### src/rtl/rptc_pkg.sv
package rptc_pkg;

    // Action applied to the hidden repeat counter this cycle
    typedef enum logic [1:0] {
        CNT_KEEP = 2'd0,
        CNT_LOAD = 2'd1,
        CNT_DEC  = 2'd2
    } cnt_op_e;

    // Action applied to the program counter this cycle
    typedef enum logic {
        PC_STEP = 1'b0,
        PC_HOLD = 1'b1
    } pc_op_e;

endpackage

### src/rtl/rptc_counter.sv
module rptc_counter
    import rptc_pkg::*;
#(
    parameter int CNT_W = 8
) (
    input  logic             clk,
    input  logic             rst,
    input  cnt_op_e          op,
    input  logic [CNT_W-1:0] load_val,
    output logic             zero
);

    typedef struct packed {
        logic [CNT_W-1:0] cnt;
    } cnt_state_t;

    cnt_state_t state_d, state_q;

    always_comb begin
        state_d = state_q;
        unique case (op)
            CNT_LOAD: state_d.cnt = load_val;
            CNT_DEC:  state_d.cnt = state_q.cnt - CNT_W'(1);
            default:  state_d.cnt = state_q.cnt;
        endcase
    end

    always_ff @(posedge clk) begin
        if (rst) state_q <= '0;
        else     state_q <= state_d;
    end

    assign zero = (state_q.cnt == '0);

endmodule

### src/rtl/rptc_pcgen.sv
module rptc_pcgen
    import rptc_pkg::*;
#(
    parameter int PC_W = 12
) (
    input  logic            clk,
    input  logic            rst,
    input  pc_op_e          op,
    output logic [PC_W-1:0] pc,
    output logic            valid,
    output logic [PC_W-1:0] next_pc
);

    typedef struct packed {
        logic [PC_W-1:0] pc;
        logic            valid;
    } pc_state_t;

    pc_state_t state_d, state_q;

    always_comb begin
        state_d       = state_q;
        state_d.valid = 1'b1;
        if (state_q.valid && (op == PC_STEP))
            state_d.pc = state_q.pc + PC_W'(1);
    end

    always_ff @(posedge clk) begin
        if (rst) state_q <= '0;
        else     state_q <= state_d;
    end

    assign pc      = state_q.pc;
    assign valid   = state_q.valid;
    assign next_pc = state_d.pc;

endmodule

### src/rtl/rptc_seq.sv
module rptc_seq
    import rptc_pkg::*;
(
    input  logic    issue_valid,
    input  logic    rpt_cmd,
    input  logic    active_q,
    input  logic    cnt_zero,
    output cnt_op_e cnt_op,
    output pc_op_e  pc_op,
    output logic    active_d
);

    always_comb begin
        cnt_op   = CNT_KEEP;
        pc_op    = PC_STEP;
        active_d = active_q;
        if (active_q) begin
            if (cnt_zero) begin
                active_d = 1'b0;
            end else begin
                cnt_op = CNT_DEC;
                pc_op  = PC_HOLD;
            end
        end else if (issue_valid && rpt_cmd) begin
            cnt_op   = CNT_LOAD;
            active_d = 1'b1;
        end
    end

endmodule

### src/rtl/rptc_top.sv
module rptc_top
    import rptc_pkg::*;
#(
    parameter int PC_W  = 12,
    parameter int CNT_W = 8
) (
    input  logic             clk,
    input  logic             rst,
    input  logic             rpt_cmd,
    input  logic [CNT_W-1:0] rpt_count,
    output logic [PC_W-1:0]  fetch_addr,
    output logic [PC_W-1:0]  pc,
    output logic             issue_valid,
    output logic             rpt_active
);

    typedef struct packed {
        logic active;
    } top_state_t;

    top_state_t state_d, state_q;
    cnt_op_e    cnt_op;
    pc_op_e     pc_op;
    logic       cnt_zero;
    logic       active_nx;

    rptc_seq u_seq (
        .issue_valid (issue_valid),
        .rpt_cmd     (rpt_cmd),
        .active_q    (state_q.active),
        .cnt_zero    (cnt_zero),
        .cnt_op      (cnt_op),
        .pc_op       (pc_op),
        .active_d    (active_nx)
    );

    rptc_counter #(.CNT_W(CNT_W)) u_cnt (
        .clk      (clk),
        .rst      (rst),
        .op       (cnt_op),
        .load_val (rpt_count),
        .zero     (cnt_zero)
    );

    rptc_pcgen #(.PC_W(PC_W)) u_pc (
        .clk     (clk),
        .rst     (rst),
        .op      (pc_op),
        .pc      (pc),
        .valid   (issue_valid),
        .next_pc (fetch_addr)
    );

    always_comb begin
        state_d        = state_q;
        state_d.active = active_nx;
    end

    always_ff @(posedge clk) begin
        if (rst) state_q <= '0;
        else     state_q <= state_d;
    end

    assign rpt_active = state_q.active;

endmodule

### config.mk
export PLATFORM = sky130hd
export DESIGN_NAME = rptc_top
export DESIGN_NICKNAME = d
export VERILOG_FILES = /design/src/rtl/rptc_pkg.sv /design/src/rtl/rptc_counter.sv /design/src/rtl/rptc_pcgen.sv /design/src/rtl/rptc_seq.sv /design/src/rtl/rptc_top.sv
export SDC_FILE = /design/constraint.sdc
export NUM_CORES = 1
export LEC_CHECK = 0
export BUFFER_PORTS_ARGS = -buffer_cell sky130_fd_sc_hd__buf_2
export CORE_ASPECT_RATIO = 1.75
export CORE_UTILIZATION = 30
export CTS_CLUSTER_SIZE = 14
export DETAILED_ROUTE_END_ITERATION = 8
export PLACE_DENSITY = 0.51
export SKIP_LAST_GASP = 1
export SLEW_MARGIN = 10
export SYNTH_ARGS = -nofsm -noshare
export SYNTH_HDL_FRONTEND = slang
export SYNTH_SLANG_ARGS = --single-unit
### constraint.sdc
create_clock -name clk -period 2.5 [get_ports clk]
set_clock_uncertainty 0.1 [all_clocks]
set_input_delay 0.375 -clock clk [delete_from_list [all_inputs] [get_ports clk]]
set_output_delay 0.375 -clock clk [all_outputs]
set_load 0.05 [all_outputs]
==> flow_summary.yaml, run 1 <==
synth:
  syn-instance-count: 163
  synth_nets: 178
  synth_cell_types: 39
  synth_top_area_share_pct: 33.4
  synth_area_um2: 1320
  syn_area_per_cell_um2: 8.08
  ys_seq_elements: 22
  yosysWarnings: 0
  synth_xor_area_share_pct: 1.99
  synth_compound_area_share_pct: 20.3
  synth_adder_area_share_pct: 3.80
  synth_mux_area_share_pct: 3.32
  synth-simple-area-share_pct: 31.5
  synth_area_leaders: "dfxtp_1 33%, nand2_1 7.1%, a21oi_1 5.3%"
  synth_area_leader_cell: "dfxtp_1"
  ys_seq_area_share_pct: 33.4
  synth_top_family_by_area: "simple AND/OR/NAND/NOR gates"
global_route:
  grt.overflow.total: 0
  grt_max_degree: 17
  grt_pass1_wl_mm: 6.04
  antenna_found_initial: 0
  grt_pass1_vias: 1382
  grtUsageTotal_pct: 17.4
finish:
  fin_nets: 235
  layout_common_cells: "25 x buf_4, 24 x buf_2, 21 x nand2_1"
  antennaDiodeCount: 0
  final_layout_size_suffix_gt1_share_pct: 44.7
  fill_cells: 423
  synthToLayoutAreaGrowth_pct: 48.3
  final_common_cell: "buf_4"
sta:
  finalHoldViolCount: 0
  fin_ws_ns: -0.0320
  fin_crit_ns: 2.53
  setup_viol: 6
  holdWs_ns: 0.287
  fmax_mhz: 395
  slew_headroom_pct: 75.1
  grt_setup_unrepaired: "yes"
  tightest_slew_ns: 0.373
  drv_slew: 0
  post-route-period-util_pct: 101
  finalSetupTns_ns: -0.112
floorplanning:
  core_area_um2: 4190
  die_area_um2: 4670
  die_height_um: 89.7
  initial_core_util_pct: 31.5
  ioPinCount: 37
  rows: 31
  die_x_um: 52.1
outcome:
  status: "finished, violations left"
  violations: "negative setup slack"
power_and_ir_drop:
  pwr_density_cell_nw_per_um2: 572
  peakVddDrop_mv: 0.329
  p_leak_nw: 0.853
setup_path:
  worstSetupEndpointType: "primary output"
  r2r_slack_ns: 0.16
  worstPathArrival_ns: 2.06
  start_kind: "register"
  required_ns: 2.03
  cp_max_fo: 8
  path_class: "reg2out"
cts:
  root_buffer: "clkbuf_8"
  clock_path_buffers: 2
  h-tree-depth: 1
  cts_buffers: 3
  ctsHoldBuffers: 0
  clock_latency_ns: 0.26
  cts.sinks: 22
  cts.clk_slew.worst_paths_ns: 0.08
  cts_tree: "yes"
place:
  place.gp.congestion: 0.916
  portBuffers: 36
  hpwl_mm: 2.81
route:
  via_count: 1442
  final_antenna_net_count: 0
  drc: 0
  wirelength_mm: 3.88
  drt_iter0_drc: 35
  viasPerCell: 5.38
  first_pass_iters: 4
  wire_per_inst_um: 14.5
run:
  cap_violations: 0
worst_hold_path:
  min_path_type: "in2reg"
[report_power, final]
group          internal, mW  leakage, nW  switching (mW)
Combinational         0.202        0.641           0.249
Sequential            0.377        0.183          0.0325
Clock                 0.140       0.0288           0.118
[final timing paths]
| path | startpoint | to | cells after the start |
|---|---|---|---|
| max | u_cnt.state_q[0]$_SDFFE_PP0P_ | fetch_addr[4] | 8 |
| max reg2reg | u_cnt.state_q[0]$_SDFFE_PP0P_ | u_cnt.state_q[6]$_SDFFE_PP0P_ | 10 |
| min reg2reg | u_pc.pc[6]$_SDFF_PP0_ | u_pc.pc[6]$_SDFF_PP0_ | 2 |
| min | rpt_count[7] | u_cnt.state_q[7]$_SDFFE_PP0P_ | 3 |
[registers in the layout, summed over array words and instances, names as in the netlist]
register and flops:
u_pc.valid 1, u_cnt.state_q 8, u_pc.pc 12, rpt_active 1
[what timing repair did]
action / in CTS / in global routing
gates cloned: 1 / 0
pin swaps: 5 / 4
resized for setup: 25 / 21
buffers inserted: 4 / 6
endpoints found under the setup margin: 12 / 13
[cell families (layout without fill, tap and decap cells)]
kind of cell | after synthesis | in the layout
compound gates | 42 | 43
xor+xnor | 3 | 3
fa+ha+maj | 4 | 4
buf+inv | 15 | 70
flops | 22 | 22
mux | 4 | 4
simple gates | 73 | 73
[worst max-delay path: stages (launching register included)]
cell and delay (ns):
dfxtp_2 0.33, inv_2 0.07, ha_4 0.13, nor3b_4 0.32, a21oi_4 0.18, buf_6 0.17
or3_4 0.37, nand2_2 0.09, buf_8 0.14
[per-stage QoR]
| step | setup WS (ns) | power (mW) | instance area [µm²] | instances | util, % |
|---|---|---|---|---|---|
| floorplan | 0.0167 | 0.665 | 1360 | 163 | - |
| detailed placement | 0.0574 | 0.769 | 1650 | 253 | 39.5 |
| global placement | 0.0994 | 0.769 | 1650 | 253 | 39.5 |
| finish | -0.0320 | 1.12 | 1950 | 268 | 46.7 |
| CTS | -0.0244 | 1.09 | 1840 | 262 | 44.0 |
| global route | -0.101 | 1.18 | 1950 | 268 | 46.7 |
[final cells by class]
type                       count  area, µm²  area share (%)
tap                           49       61.3            3.14
clock buffer                   4       55.1            2.82
sequential                    22        452            23.1
timing repair buffer          59        432            22.1
multi-input combinational    127        928            47.5
inverter                       7       26.3            1.34
[metal layers]
metal | track usage (%) | routed length [µm] | vias to the layer above | share of wire [%]
li1 | - | - | 710 | -
met1 | 17.2 | 1460 | 688 | 38
met2 | 34.7 | 2230 | 40 | 58
met3 | 2.02 | 148 | 4 | 3.8
met4 | 7.13 | 34 | 0 | 0.88
met5 | 0 | 0 | - | 0
[cells in the mapped netlist]
cell and number:
nor2b_1 4, or4_1 4, inv_2 1, nor3_1 1, mux2i_1 1, nor4_2 3, nand2_1 25, o21ai_1 1
nand4_1 4, a2111oi_2 1, or3b_2 1, buf_6 2, a21oi_2 1, a21o_1 1, a21oi_1 14, and3_1 1
o22ai_1 3, dfxtp_1 22, a2bb2oi_1 2, o21ai_0 9, nand3_1 7, o221ai_1 2, nor4b_1 1, mux2_1 3
inv_1 6, nor4_1 1, or3_1 5, o311a_1 2, o31ai_1 4, nor3b_1 2, a31oi_1 2, nor2_1 10
xor2_1 3, or2_1 1, nor4_4 1, or4_4 2, clkbuf_1 4, buf_2 2, ha_1 4
Note: power is estimated with default switching activity, not from simulation.
==> run 2: changes to the inputs <==
Settings changed: BUFFER_PORTS_ARGS -buffer_cell sky130_fd_sc_hd__buf_2 to -buffer_cell sky130_fd_sc_hd__buf_4, CORE_MARGIN set to 10, CORE_UTILIZATION 30 to 46, PLACE_DENSITY 0.51 to 0.73.
==> flow_summary.yaml, run 2 (synthesis gave the netlist of run 1 again) <==
outcome:
  status: "finished, violations left"
  violations: "negative setup slack"
global_route:
  grt_pass1_vias: 1501
  grt_use_met3_pct: 2.54
  grt_max_degree: 27
  grt_pass1_wl_mm: 6.85
  grtUsageTotal_pct: 15.3
  antenna_found_initial: 0
  grtUsageMet1_pct: 14.6
  busiest_layer: "met2"
  met2_usage_pct: 29.2
  grt.overflow.total: 0
setup_path:
  worstPathArrival_ns: 2.04
  required_ns: 2.03
  r2r_slack_ns: 0.04
  path_class: "reg2out"
  cp-endpoint: "fetch_addr[6]"
  worstSetupEndpointType: "primary output"
  r2r_end: "u_cnt.state_q[6]$_SDFFE_PP0P_"
  reg2reg_from: "u_cnt.state_q[0]$_SDFFE_PP0P_"
  start_kind: "register"
  timing.critical_path.from: "u_cnt.state_q[0]$_SDFFE_PP0P_"
  r2r_cells: 11
  cp_max_fo: 5
place:
  dpl.cell_count: 229
  place.gp.congestion: 0.950
  portBuffers: 36
  hpwl_mm: 3.08
route:
  wirelength_mm: 4.50
  wire_per_inst_um: 18.3
  first_pass_iters: 4
  drt_iter0_drc: 76
  drc: 0
  viasPerCell: 6.17
  final_antenna_net_count: 0
  via_count: 1519
finish:
  fin_nets: 235
  final_layout_size_suffix_gt1_share_pct: 47.5
  instances_no_fill: 246
  final_common_cell: "buf_4"
  antennaDiodeCount: 0
  layout_common_cells: "48 x buf_4, 19 x nand2_1, 14 x a21oi_1"
  synthToLayoutAreaGrowth_pct: 57.6
  fill_cells: 204
  largest_reg_flops: 12
floorplanning:
  ioPinCount: 37
  initial_core_util_pct: 48.4
  die_height_um: 90.8
  rows: 25
  die_area_um2: 5490
  core_area_um2: 2720
  die_x_um: 60.5
power_and_ir_drop:
  peakVddDrop_mv: 0.419
  p_comb_share_pct: 41.4
  power.internal_mw: 0.745
  pwr-share-seq_pct: 36.4
  p_sw_mw: 0.397
  clkPwrFrac_pct: 22.2
  p_leak_nw: 0.905
  sw_frac_of_total_pct: 34.7
  finalPower_mw: 1.14
  pwr_density_cell_nw_per_um2: 550
sta:
  fmax_mhz: 398
  holdWs_ns: 0.295
  post-route-period-util_pct: 101
  drv_slew: 0
  setup_viol: 1
  fin_crit_ns: 2.51
  tightest_slew_ns: 0.338
  fin_ws_ns: -0.0132
  grt_setup_unrepaired: "yes"
  slew_headroom_pct: 77.2
  finalHoldViolCount: 0
cts:
  clock_path_buffers: 2
  cts.sinks: 22
  ctsHoldBuffers: 0
  cts_tree: "yes"
  cts_buffers: 3
  root_buffer: "clkbuf_8"
  h-tree-depth: 1
  cts.clk_slew.worst_paths_ns: 0.08
  clock_latency_ns: 0.26
worst_hold_path:
  min_from: "rpt_count[7]"
  min_path_type: "in2reg"
run:
  cap_violations: 0
## run 2: cell types whose count changed in the layout (fill, tap and decap cells not counted), sizes merged
cell    previous run  this run
a21oi             16        15
bufbuf             0         1
## run 2: layer usage
layer	wire (µm)	vias up
met2	2610	68
met5	0	-
met4	160	0
li1	-	711
met3	257	19
met1	1470	721
## run 2: layout make-up
type / instances / area (µm²) / share of cell area [%]
multi-input cells: 126 / 953 / 45.9
well taps: 27 / 33.8 / 1.63
inverters: 7 / 28.8 / 1.39
repair buffers: 60 / 554 / 26.7
flip-flops and latches: 22 / 452 / 21.7
clock buffers: 4 / 55.1 / 2.65
## run 2: power by group through the flow
stage          logic [mW]  registers [mW]  clock network [mW]
2_1_floorplan       0.235           0.430                   0
3_3_place_gp        0.357           0.416                   0
3_5_place_dp        0.361           0.417                   0
4_1_cts             0.416           0.410               0.258
5_1_grt             0.507           0.418               0.279
6_report            0.473           0.415               0.254
## run 2: how the worst min path moves through the flow
stage                                    end  slack, ns  depth (start not counted)
4_1_cts        u_cnt.state_q[7]$_SDFFE_PP0P_       0.30                          3
2_1_floorplan  u_cnt.state_q[1]$_SDFFE_PP0P_       0.39                          2
3_3_place_gp   u_cnt.state_q[1]$_SDFFE_PP0P_       0.40                          2
3_5_place_dp           u_pc.pc[6]$_SDFF_PP0_       0.41                          2
6_report       u_cnt.state_q[7]$_SDFFE_PP0P_       0.29                          3
5_1_grt        u_cnt.state_q[0]$_SDFFE_PP0P_       0.32                          3
## run 2: critical path, cell delays in order, from the launching register on
cell	delay [ns]
dfxtp_2	0.34
inv_4	0.06
ha_4	0.13
nor3b_4	0.23
a21oi_4	0.12
buf_12	0.16
or4_4	0.47
nand2_1	0.10
buf_6	0.16
## run 2: stage by stage
step                setup slack [ns]  util [%]  area [µm²]  setup TNS (ns)
finish                       -0.0132      76.3        2080         -0.0132
CTS                          -0.0511      71.1        1940          -0.204
detailed placement            0.0415      63.0        1710               0
global route                  -0.101      76.3        2080          -0.482
floorplan                     0.0167         -        1360               0
global placement               0.131      63.0        1710               0
## run 2: repair_timing
action	CTS	global route
gates resized for setup	23	20
gates cloned	1	1
setup endpoints to repair	11	12
buffers inserted	6	5
pin swaps	4	11
